### src/rtl/eff_addr_pkg.sv
package eff_addr_pkg;
  typedef enum logic [1:0] {
    AM_DISP   = 2'b00,
    AM_BASE   = 2'b01,
    AM_BIDX   = 2'b10,
    AM_SCALED = 2'b11
  } addr_mode_e;
endpackage

### src/rtl/ea_term_gate.sv
// Forces the base and index terms to zero when the mode leaves them out.
module ea_term_gate
  import eff_addr_pkg::*;
#(
  parameter int W = 32
) (
  input  addr_mode_e     mode,
  input  logic [W-1:0]   base_in,
  input  logic [W-1:0]   index_in,
  output logic [W-1:0]   base_out,
  output logic [W-1:0]   index_out,
  output logic           scale_en
);
  always_comb begin
    base_out  = '0;
    index_out = '0;
    scale_en  = 1'b0;
    unique case (mode)
      AM_DISP: ;
      AM_BASE: base_out = base_in;
      AM_BIDX: begin
        base_out  = base_in;
        index_out = index_in;
      end
      AM_SCALED: begin
        base_out  = base_in;
        index_out = index_in;
        scale_en  = 1'b1;
      end
      default: ;
    endcase
  end
endmodule

### src/rtl/ea_index_scaler.sv
// Shifts the index left by 0..3 bits; only scaled mode enables the shift.
module ea_index_scaler #(
  parameter int W = 32
) (
  input  logic [W-1:0] index_in,
  input  logic [1:0]   shamt,
  input  logic         enable,
  output logic [W-1:0] index_out
);
  logic [1:0] eff_shamt;
  assign eff_shamt = enable ? shamt : 2'd0;

  always_comb begin
    unique case (eff_shamt)
      2'd0: index_out = index_in;
      2'd1: index_out = {index_in[W-2:0], 1'b0};
      2'd2: index_out = {index_in[W-3:0], 2'b00};
      2'd3: index_out = {index_in[W-4:0], 3'b000};
      default: index_out = index_in;
    endcase
  end
endmodule

### src/rtl/ea_sum3.sv
// Three-operand modular adder.
module ea_sum3 #(
  parameter int W = 32
) (
  input  logic [W-1:0] a,
  input  logic [W-1:0] b,
  input  logic [W-1:0] c,
  output logic [W-1:0] sum
);
  assign sum = a + b + c;
endmodule

### src/rtl/eff_addr_gen.sv
module eff_addr_gen
  import eff_addr_pkg::*;
#(
  parameter int ADDR_W = 32,
  parameter int DISP_W = 16
) (
  input  logic              clk,
  input  logic              rst,
  input  logic              in_valid,
  input  logic [1:0]        mode,
  input  logic [1:0]        scale_code,
  input  logic [ADDR_W-1:0] base_val,
  input  logic [ADDR_W-1:0] index_val,
  input  logic [DISP_W-1:0] disp,
  output logic              ea_valid,
  output logic [ADDR_W-1:0] ea_addr
);
  localparam int EXT_W = ADDR_W - DISP_W;

  logic [ADDR_W-1:0] disp_ext;
  logic [ADDR_W-1:0] base_term;
  logic [ADDR_W-1:0] index_term;
  logic [ADDR_W-1:0] index_scaled;
  logic [ADDR_W-1:0] sum_next;
  logic              scale_en;

  // sign extension of the displacement
  generate
    if (EXT_W > 0) begin : g_sext
      assign disp_ext = {{EXT_W{disp[DISP_W-1]}}, disp};
    end else begin : g_trunc
      assign disp_ext = disp[ADDR_W-1:0];
    end
  endgenerate

  ea_term_gate #(.W(ADDR_W)) u_gate (
    .mode      (addr_mode_e'(mode)),
    .base_in   (base_val),
    .index_in  (index_val),
    .base_out  (base_term),
    .index_out (index_term),
    .scale_en  (scale_en)
  );

  ea_index_scaler #(.W(ADDR_W)) u_scale (
    .index_in  (index_term),
    .shamt     (scale_code),
    .enable    (scale_en),
    .index_out (index_scaled)
  );

  ea_sum3 #(.W(ADDR_W)) u_sum (
    .a   (base_term),
    .b   (index_scaled),
    .c   (disp_ext),
    .sum (sum_next)
  );

  always_ff @(posedge clk) begin
    if (rst) begin
      ea_valid <= 1'b0;
      ea_addr  <= '0;
    end else begin
      ea_valid <= in_valid;
      if (in_valid) ea_addr <= sum_next;
    end
  end
endmodule

### config.mk
export PLATFORM = sky130hd
export DESIGN_NAME = eff_addr_gen
export DESIGN_NICKNAME = d
export VERILOG_FILES = /design/src/rtl/eff_addr_pkg.sv /design/src/rtl/ea_term_gate.sv /design/src/rtl/ea_index_scaler.sv /design/src/rtl/ea_sum3.sv /design/src/rtl/eff_addr_gen.sv
export SDC_FILE = /design/constraint.sdc
export NUM_CORES = 1
export LEC_CHECK = 0
export BUFFER_PORTS_ARGS = -buffer_cell sky130_fd_sc_hd__clkbuf_2
export CAP_MARGIN = 10
export CORE_UTILIZATION = 55
export CTS_CLUSTER_SIZE = 40
export DETAILED_ROUTE_END_ITERATION = 8
export GPL_ROUTABILITY_DRIVEN = 0
export PLACE_DENSITY = 0.94
export SLEW_MARGIN = 10
export SYNTH_ARGS = -nofsm -noshare
export SYNTH_HDL_FRONTEND = slang
export SYNTH_SLANG_ARGS = --single-unit
### constraint.sdc
create_clock -name clk -period 6.4 [get_ports clk]
set_input_delay 1.28 -clock clk [delete_from_list [all_inputs] [get_ports clk]]
set_output_delay 1.28 -clock clk [all_outputs]
set_load 0.005 [all_outputs]
==> impl_metrics.yaml, run 1 <==
status:
  status: "complete, no violations"
synth:
  yosysUniqueCellTypes: 71
  syn_inst: 594
  yosysTopAreaCell: "dfxtp_1"
  async_flop_share: 0
  synth_edf_count: 0
  synth_top_flop_cell: "dfxtp_1"
  synth.area.top_cells: "dfxtp_1 14%, fa_1 14%, ha_1 8.1%"
  synth_fp_nets: 743
  syn-cell-area_um2: 4646
  syn_avg_cell_area_um2: 7.821
  yosys_warnings: 0
  yosysTopAreaCellShare: 0.1422
  ys_seq_area_frac: 0.1422
  ys_seq_elements: 33
floorplanning:
  core_area_um2: 8175
  num_io_pins: 120
  num_rows: 33
  die_w_um: 93.91
  dieArea_um2: 8818
  die_h_um: 93.91
  initial_core_util: 0.5683
sta:
  fin_crit_sh: 0.8393
  finalCriticalPeriod_ns: 5.372
  worst_pin_slew_ns: 0.7862
  hold_slack_ns: 0.4676
  fin_skew_ns: 0
  slew_violations: 0
  final.setup.worst_slack_ns: 1.028
  fmax_mhz: 186.2
  slew_headroom: 0.4759
  setup_tns_ns: 0
  rsz0062_at_grt: "no"
  hold_viol: 0
  finalSetupViolations: 0
routing:
  wl_per_cell_um: 16.47
  totalWireLength_um: 13090
  drtIter0Drc: 280
  drtAntennaViolNets: 0
  vias_per_cell: 6.073
  drt-pass1-iter-count: 5
  drc: 0
  num_vias: 4828
pwr:
  p_int_w: 0.0006348
  clockPowerShare: 0.155
  p_switching_w: 0.0004860
  p_seq_frac: 0.239
  sw_frac_of_total: 0.4336
  p_leak_nw: 2.537
  ir_drop_uv: 123.1
  power_w: 0.001121
  combPwrFrac: 0.606
  powerDensity_nw_per_um2: 209.2
finish:
  drive_above_1_share: 0.2275
  antennaDiodeCount: 0
  syn2layout_area_growth_pct: 15.30
  nNetsFinal: 838
  fin_area_um2: 5356
critical_path:
  critPathLaunchType: "primary input"
  slowest_stage: "clkbuf_2"
  critPathArrivalTime_ns: 5.58
  cp.depth: 16
  worst-path-max-fanout: 38
  cp-end-kind: "flop"
  required_ns: 6.60
  cp_top_family: "compound AO/OA/AOI/OAI gates"
  crit_path_frequent_cell: "a21oi_1"
  path_buf_inv: 2
  critical_path.max_stage_delay_ns: 0.49
  reg2reg_depth: 3
  crit_chain: "clkbuf_2 > o21ai_0 > nor2_1 > buf_4 > o211ai_1 > a21oi_1 > fa_1 > ha_1 > a21oi_1 > o21a_1 > o21a_2 > nand2_4 > a221oi_1 > nand2_1 > a311o_1 > o221ai_1"
  crit_type: "in2reg"
clock_network:
  cts.clk_slew.worst_paths_ns: 0.07
  clkLatencyLatePin_ns: 0.28
  hold_buffers: 0
  postCtsSetupBuffers: 0
  cts_buffers: 5
  cts.path.max_buffers: 2
  cts_resized: 0
  cts-root-buf: "clkbuf_8"
  htreeDepth: 2
  clock_sink_count: 33
  cts_tree: "built"
placed_design:
  io_buffers: 119
  dp_slack_ns: 0.8268
  dp_hpwl_um: 10680
  detailed_place.area_um2: 5255
grt:
  grt_pass1_vias: 4737
  grt_max_degree: 39
  gr-total-overflow: 0
  grt_use_total: 0.3074
  grt_pass1_wl_um: 21470
  antenna_found_initial: 0
job:
  maxCapViolations: 0
hold_path:
  hold_depth: 2
  hold_path.class: "reg2reg"
-- worst reg2reg max path, stage by stage (launching register included) --
cell and delay [ns]:
dfxtp_1 0.32, nor2b_1 0.13, a31oi_1 0.19, nor2_1 0.05
-- cells in the mapped netlist, types with 9 or more instances --
library cell and count:
o21ai_0 68, nand2_1 59, a21oi_1 47, nor2_1 45
dfxtp_1 33, fa_1 32, mux2i_1 32, nor2b_1 32
ha_1 30, clkbuf_1 25, inv_1 19, a21o_1 15
xnor2_1 13, nand2b_1 10, nand3_1 9, o21ai_1 9
-- metal layers --
metal  track usage  wire, um  vias up
li1              -         -     2327
met1        0.3595      5323     2219
met2        0.5627      6409      242
met3       0.05421       979       40
met4       0.09872       382        0
met5             0         0        -
-- placed cells by master (no fill, tap or decap), types with 13 or more instances in the layout --
master,count
a21oi_1,47
xnor2_1,13
nand2_1,59
dfxtp_1,33
clkbuf_2,119
o21ai_0,68
fa_1,32
mux2i_1,32
inv_1,19
a21o_1,15
ha_1,30
nor2b_1,32
nor2_1,44
-- area by class of cell --
cell class              count  area, um2
clock buffers               7      96.34
clock inverters             1      5.005
fillers                   701       2819
inverters                  19      71.32
multi-input cells         507       3766
flip-flops and latches     33      660.6
well taps                 105      131.4
repair buffers            123      625.6
-- flip-flops by register name, summed over array words and instances, names as in the netlist --
name and count:
ea_addr 32, ea_valid 1
-- kinds of logic (layout without fill, tap and decap cells) --
family | Yosys count | count (layout) | share of synthesized area
AOI/OAI and AO/OA | 209 | 209 | 0.2885
adders and majority gates | 62 | 62 | 0.2187
and+or+nand+nor | 185 | 185 | 0.1977
muxes | 33 | 33 | 0.07137
DFF | 33 | 33 | 0.1422
xor gates and xnor gates | 18 | 18 | 0.03393
buffers and inverters | 54 | 150 | 0.04767
-- power by group through the flow --
| stage | Combinational [W] | Clock [W] | Sequential (W) |
|---|---|---|---|
| finish | 0.000680 | 0.000173 | 0.000268 |
| global placement | 0.000642 | 0 | 0.000270 |
| detailed placement | 0.000670 | 0 | 0.000271 |
| global route | 0.000753 | 0.000186 | 0.000272 |
| floorplan | 0.000479 | 0 | 0.000272 |
| CTS | 0.000673 | 0.000177 | 0.000268 |
-- through the flow --
| stage | std cells | util |
|---|---|---|
| after floorplan | 594 | - |
| final | 795 | 0.6552 |
| after CTS | 795 | 0.6552 |
| after detailed placement | 787 | 0.6428 |
| after global placement | 787 | 0.6428 |
| after global routing | 795 | 0.6552 |
-- worst paths after layout --
check	start	slack (ns)	to
worst min-delay path	ea_addr[26]	0.47	ea_addr[26]
worst max-delay path	scale_code[1]	1.03	ea_addr[28]
worst max register to register	ea_addr[6]	5.58	ea_addr[6]
worst min register to register	ea_addr[26]	0.47	ea_addr[26]
(Power assumes the default switching activity.)
==> run 2: changes to the inputs <==
ABC_AREA = 1   (was unset)
CORE_UTILIZATION = 57   (was 55)
clock period = 5 ns   (was 6.4 ns; I/O delays follow)
==> impl_metrics.yaml, run 2 <==
finish:
  final_common_cell: "nand2_1"
  largestRegisters: "ea_addr (32), ea_valid (1)"
  drive_above_1_share: 0.1460
  syn2layout_area_growth_pct: 14.56
  final_cell_mix: "329 x nand2_1, 201 x inv_1, 121 x nor2_1, 119 x clkbuf_2, 54 x nand3_1"
  fin_area_um2: 6182
  fillCellCount: 855
  regMostFlops: "ea_addr"
  antennaDiodeCount: 0
  largest_register_ff_count: 32
  nNetsFinal: 1210
sta:
  fmax_mhz: 244.8
  rsz0062_at_grt: "no"
  hold_viol: 0
  fin_skew_ns: 0
  slew_headroom: 0.3402
  finalCriticalPeriod_ns: 4.086
  worst_pin_slew_ns: 0.9897
  setup_tns_ns: 0
  slew_violations: 0
  finalSetupViolations: 0
  fin_crit_sh: 0.8172
synth:
  synth.area.top_cells: "nand2_1 23%, inv_1 14%, dfxtp_1 12%"
  synth_edf_count: 0
  yosysTopAreaCell: "nand2_1"
  yosysUniqueCellTypes: 39
  async_flop_share: 0
  yosysTopAreaCellShare: 0.2288
  syn_inst: 956
  synth.most_common_cell: "nand2_1"
  syn_avg_cell_area_um2: 5.645
  ys_seq_elements: 33
  yosys_warnings: 0
  ys_seq_area_frac: 0.1224
  synth_fp_nets: 1105
  syn-cell-area_um2: 5396
  synth_top_flop_cell: "dfxtp_1"
  synth_common_cells: "329 x nand2_1, 201 x inv_1, 121 x nor2_1"
floorplanning:
  die_w_um: 99.30
  num_io_pins: 120
  dieArea_um2: 9860
  die_h_um: 99.30
  initial_core_util: 0.5868
  num_rows: 35
  core_area_um2: 9196
critical_path:
  worst-path-max-fanout: 12
  critPathLaunchType: "primary input"
  required_ns: 5.19
  crit_path_frequent_cell: "nand2_1"
  cp-end-kind: "flop"
  crit_chain: "clkbuf_2 > nand3_2 > nor2_4 > inv_1 > o22ai_1 > inv_1 > fa_1 > inv_1 > ha_1 > fa_1 > nand3_1 > nand3_1 > nand2_1 > nand2_2 > nand2_1 > nand2_1 > nand2_1 > nand2_1 > nand2_1 > nand3_1 > nand2_1 > inv_1"
  slowest_stage: "fa_1"
  cp_top_family: "simple AND/OR/NAND/NOR gates"
  critPathArrivalTime_ns: 4.28
  critical_path.max_stage_delay_ns: 0.50
  path_buf_inv: 5
  crit_type: "in2reg"
placed_design:
  io_buffers: 119
  detailed_place.area_um2: 6048
  dp_hpwl_um: 11700
clock_network:
  clock_sink_count: 33
  postCtsSetupBuffers: 0
  hold_buffers: 0
  clkLatencyLatePin_ns: 0.29
  cts_resized: 0
  htreeDepth: 2
  cts_buffers: 5
  cts.clk_slew.worst_paths_ns: 0.07
  cts_tree: "built"
  cts-root-buf: "clkbuf_8"
  cts.path.max_buffers: 2
grt:
  grt_max_degree: 52
  gr-total-overflow: 0
  grt_pass1_wl_um: 23810
  grt_use_total: 0.2946
  grt_pass1_vias: 5524
  antenna_found_initial: 0
pwr:
  p_leak_nw: 3.823
  powerDensity_nw_per_um2: 254.3
  ir_drop_uv: 144.3
routing:
  vias_per_cell: 5.257
  num_vias: 6166
  drt-pass1-iter-count: 6
  wl_per_cell_um: 12.16
  drc: 0
  drtAntennaViolNets: 0
  drtIter0Drc: 480
  totalWireLength_um: 14260
job:
  maxCapViolations: 0
hold_path:
  hold_path.class: "reg2reg"
status:
  status: "complete, no violations"
## run 2: worst paths after layout
kind | from | end | slack, ns | cells past startpoint
max | mode[1] | ea_addr[17] | 0.91 | 22
min | ea_addr[9] | ea_addr[9] | 0.50 | 2
max reg2reg | ea_addr[16] | ea_addr[16] | 4.24 | 4
min reg2reg | ea_addr[9] | ea_addr[9] | 0.50 | 2
## run 2: logic make-up (layout without fill, tap and decap cells)
| group | count (synthesis) | in the layout | share of synthesized area |
|---|---|---|---|
| buffers and inverters | 231 | 337 | 0.1655 |
| and+or+nand+nor | 535 | 535 | 0.4041 |
| DFF | 33 | 33 | 0.1224 |
| adders and majority gates | 62 | 62 | 0.1883 |
| AOI/OAI and AO/OA | 87 | 87 | 0.1067 |
| xor gates and xnor gates | 8 | 8 | 0.01298 |
## run 2: per-layer routing
| layer | track usage | wire, um | vias to the layer above |
|---|---|---|---|
| met1 | 0.3635 | 5880 | 2666 |
| met3 | 0.03303 | 1040 | 53 |
| met4 | 0.09842 | 457 | 0 |
| met2 | 0.5331 | 6885 | 319 |
| li1 | - | - | 3128 |
| met5 | 0 | 0 | - |
## run 2: per-stage QoR
stage                     setup slack [ns]  utilization  total power, W  cells  hold slack [ns]
after CTS                           0.9601       0.6722        0.001561   1173           0.4978
final                               0.9142       0.6722        0.001572   1173           0.4972
after global placement              0.7994       0.6577        0.001235   1165           0.4776
after detailed placement            0.6964       0.6577        0.001258   1165           0.4850
after floorplan                      1.080            -       0.0009973    956           0.4668
after global routing                0.6595       0.6722        0.001716   1173           0.5114
## run 2: worst reg2reg max path, stage by stage (launching register included)
cell     delay [ns]
dfxtp_1        0.31
nor2_1         0.08
nor2_1         0.08
o21ai_1        0.13
inv_1          0.05
## run 2: layout make-up
| type | count | area [um2] | area share |
|---|---|---|---|
| clock inverter | 3 | 65.06 | 0.01052 |
| inverter | 204 | 765.7 | 0.1239 |
| multi-input combinational | 692 | 3842 | 0.6215 |
| sequential | 33 | 660.6 | 0.1069 |
| tap | 111 | 138.9 | 0.02247 |
| clock buffer | 5 | 68.82 | 0.01113 |
| timing repair buffer | 125 | 640.6 | 0.1036 |
## run 2: report_power, final
group          leakage (nW)  switching (W)  total [W]  internal (W)
registers             0.274      0.0000221   0.000325      0.000303
logic                  3.48       0.000603   0.000948      0.000345
clock network        0.0681       0.000102   0.000300      0.000198
total                  3.82       0.000727    0.00157      0.000845
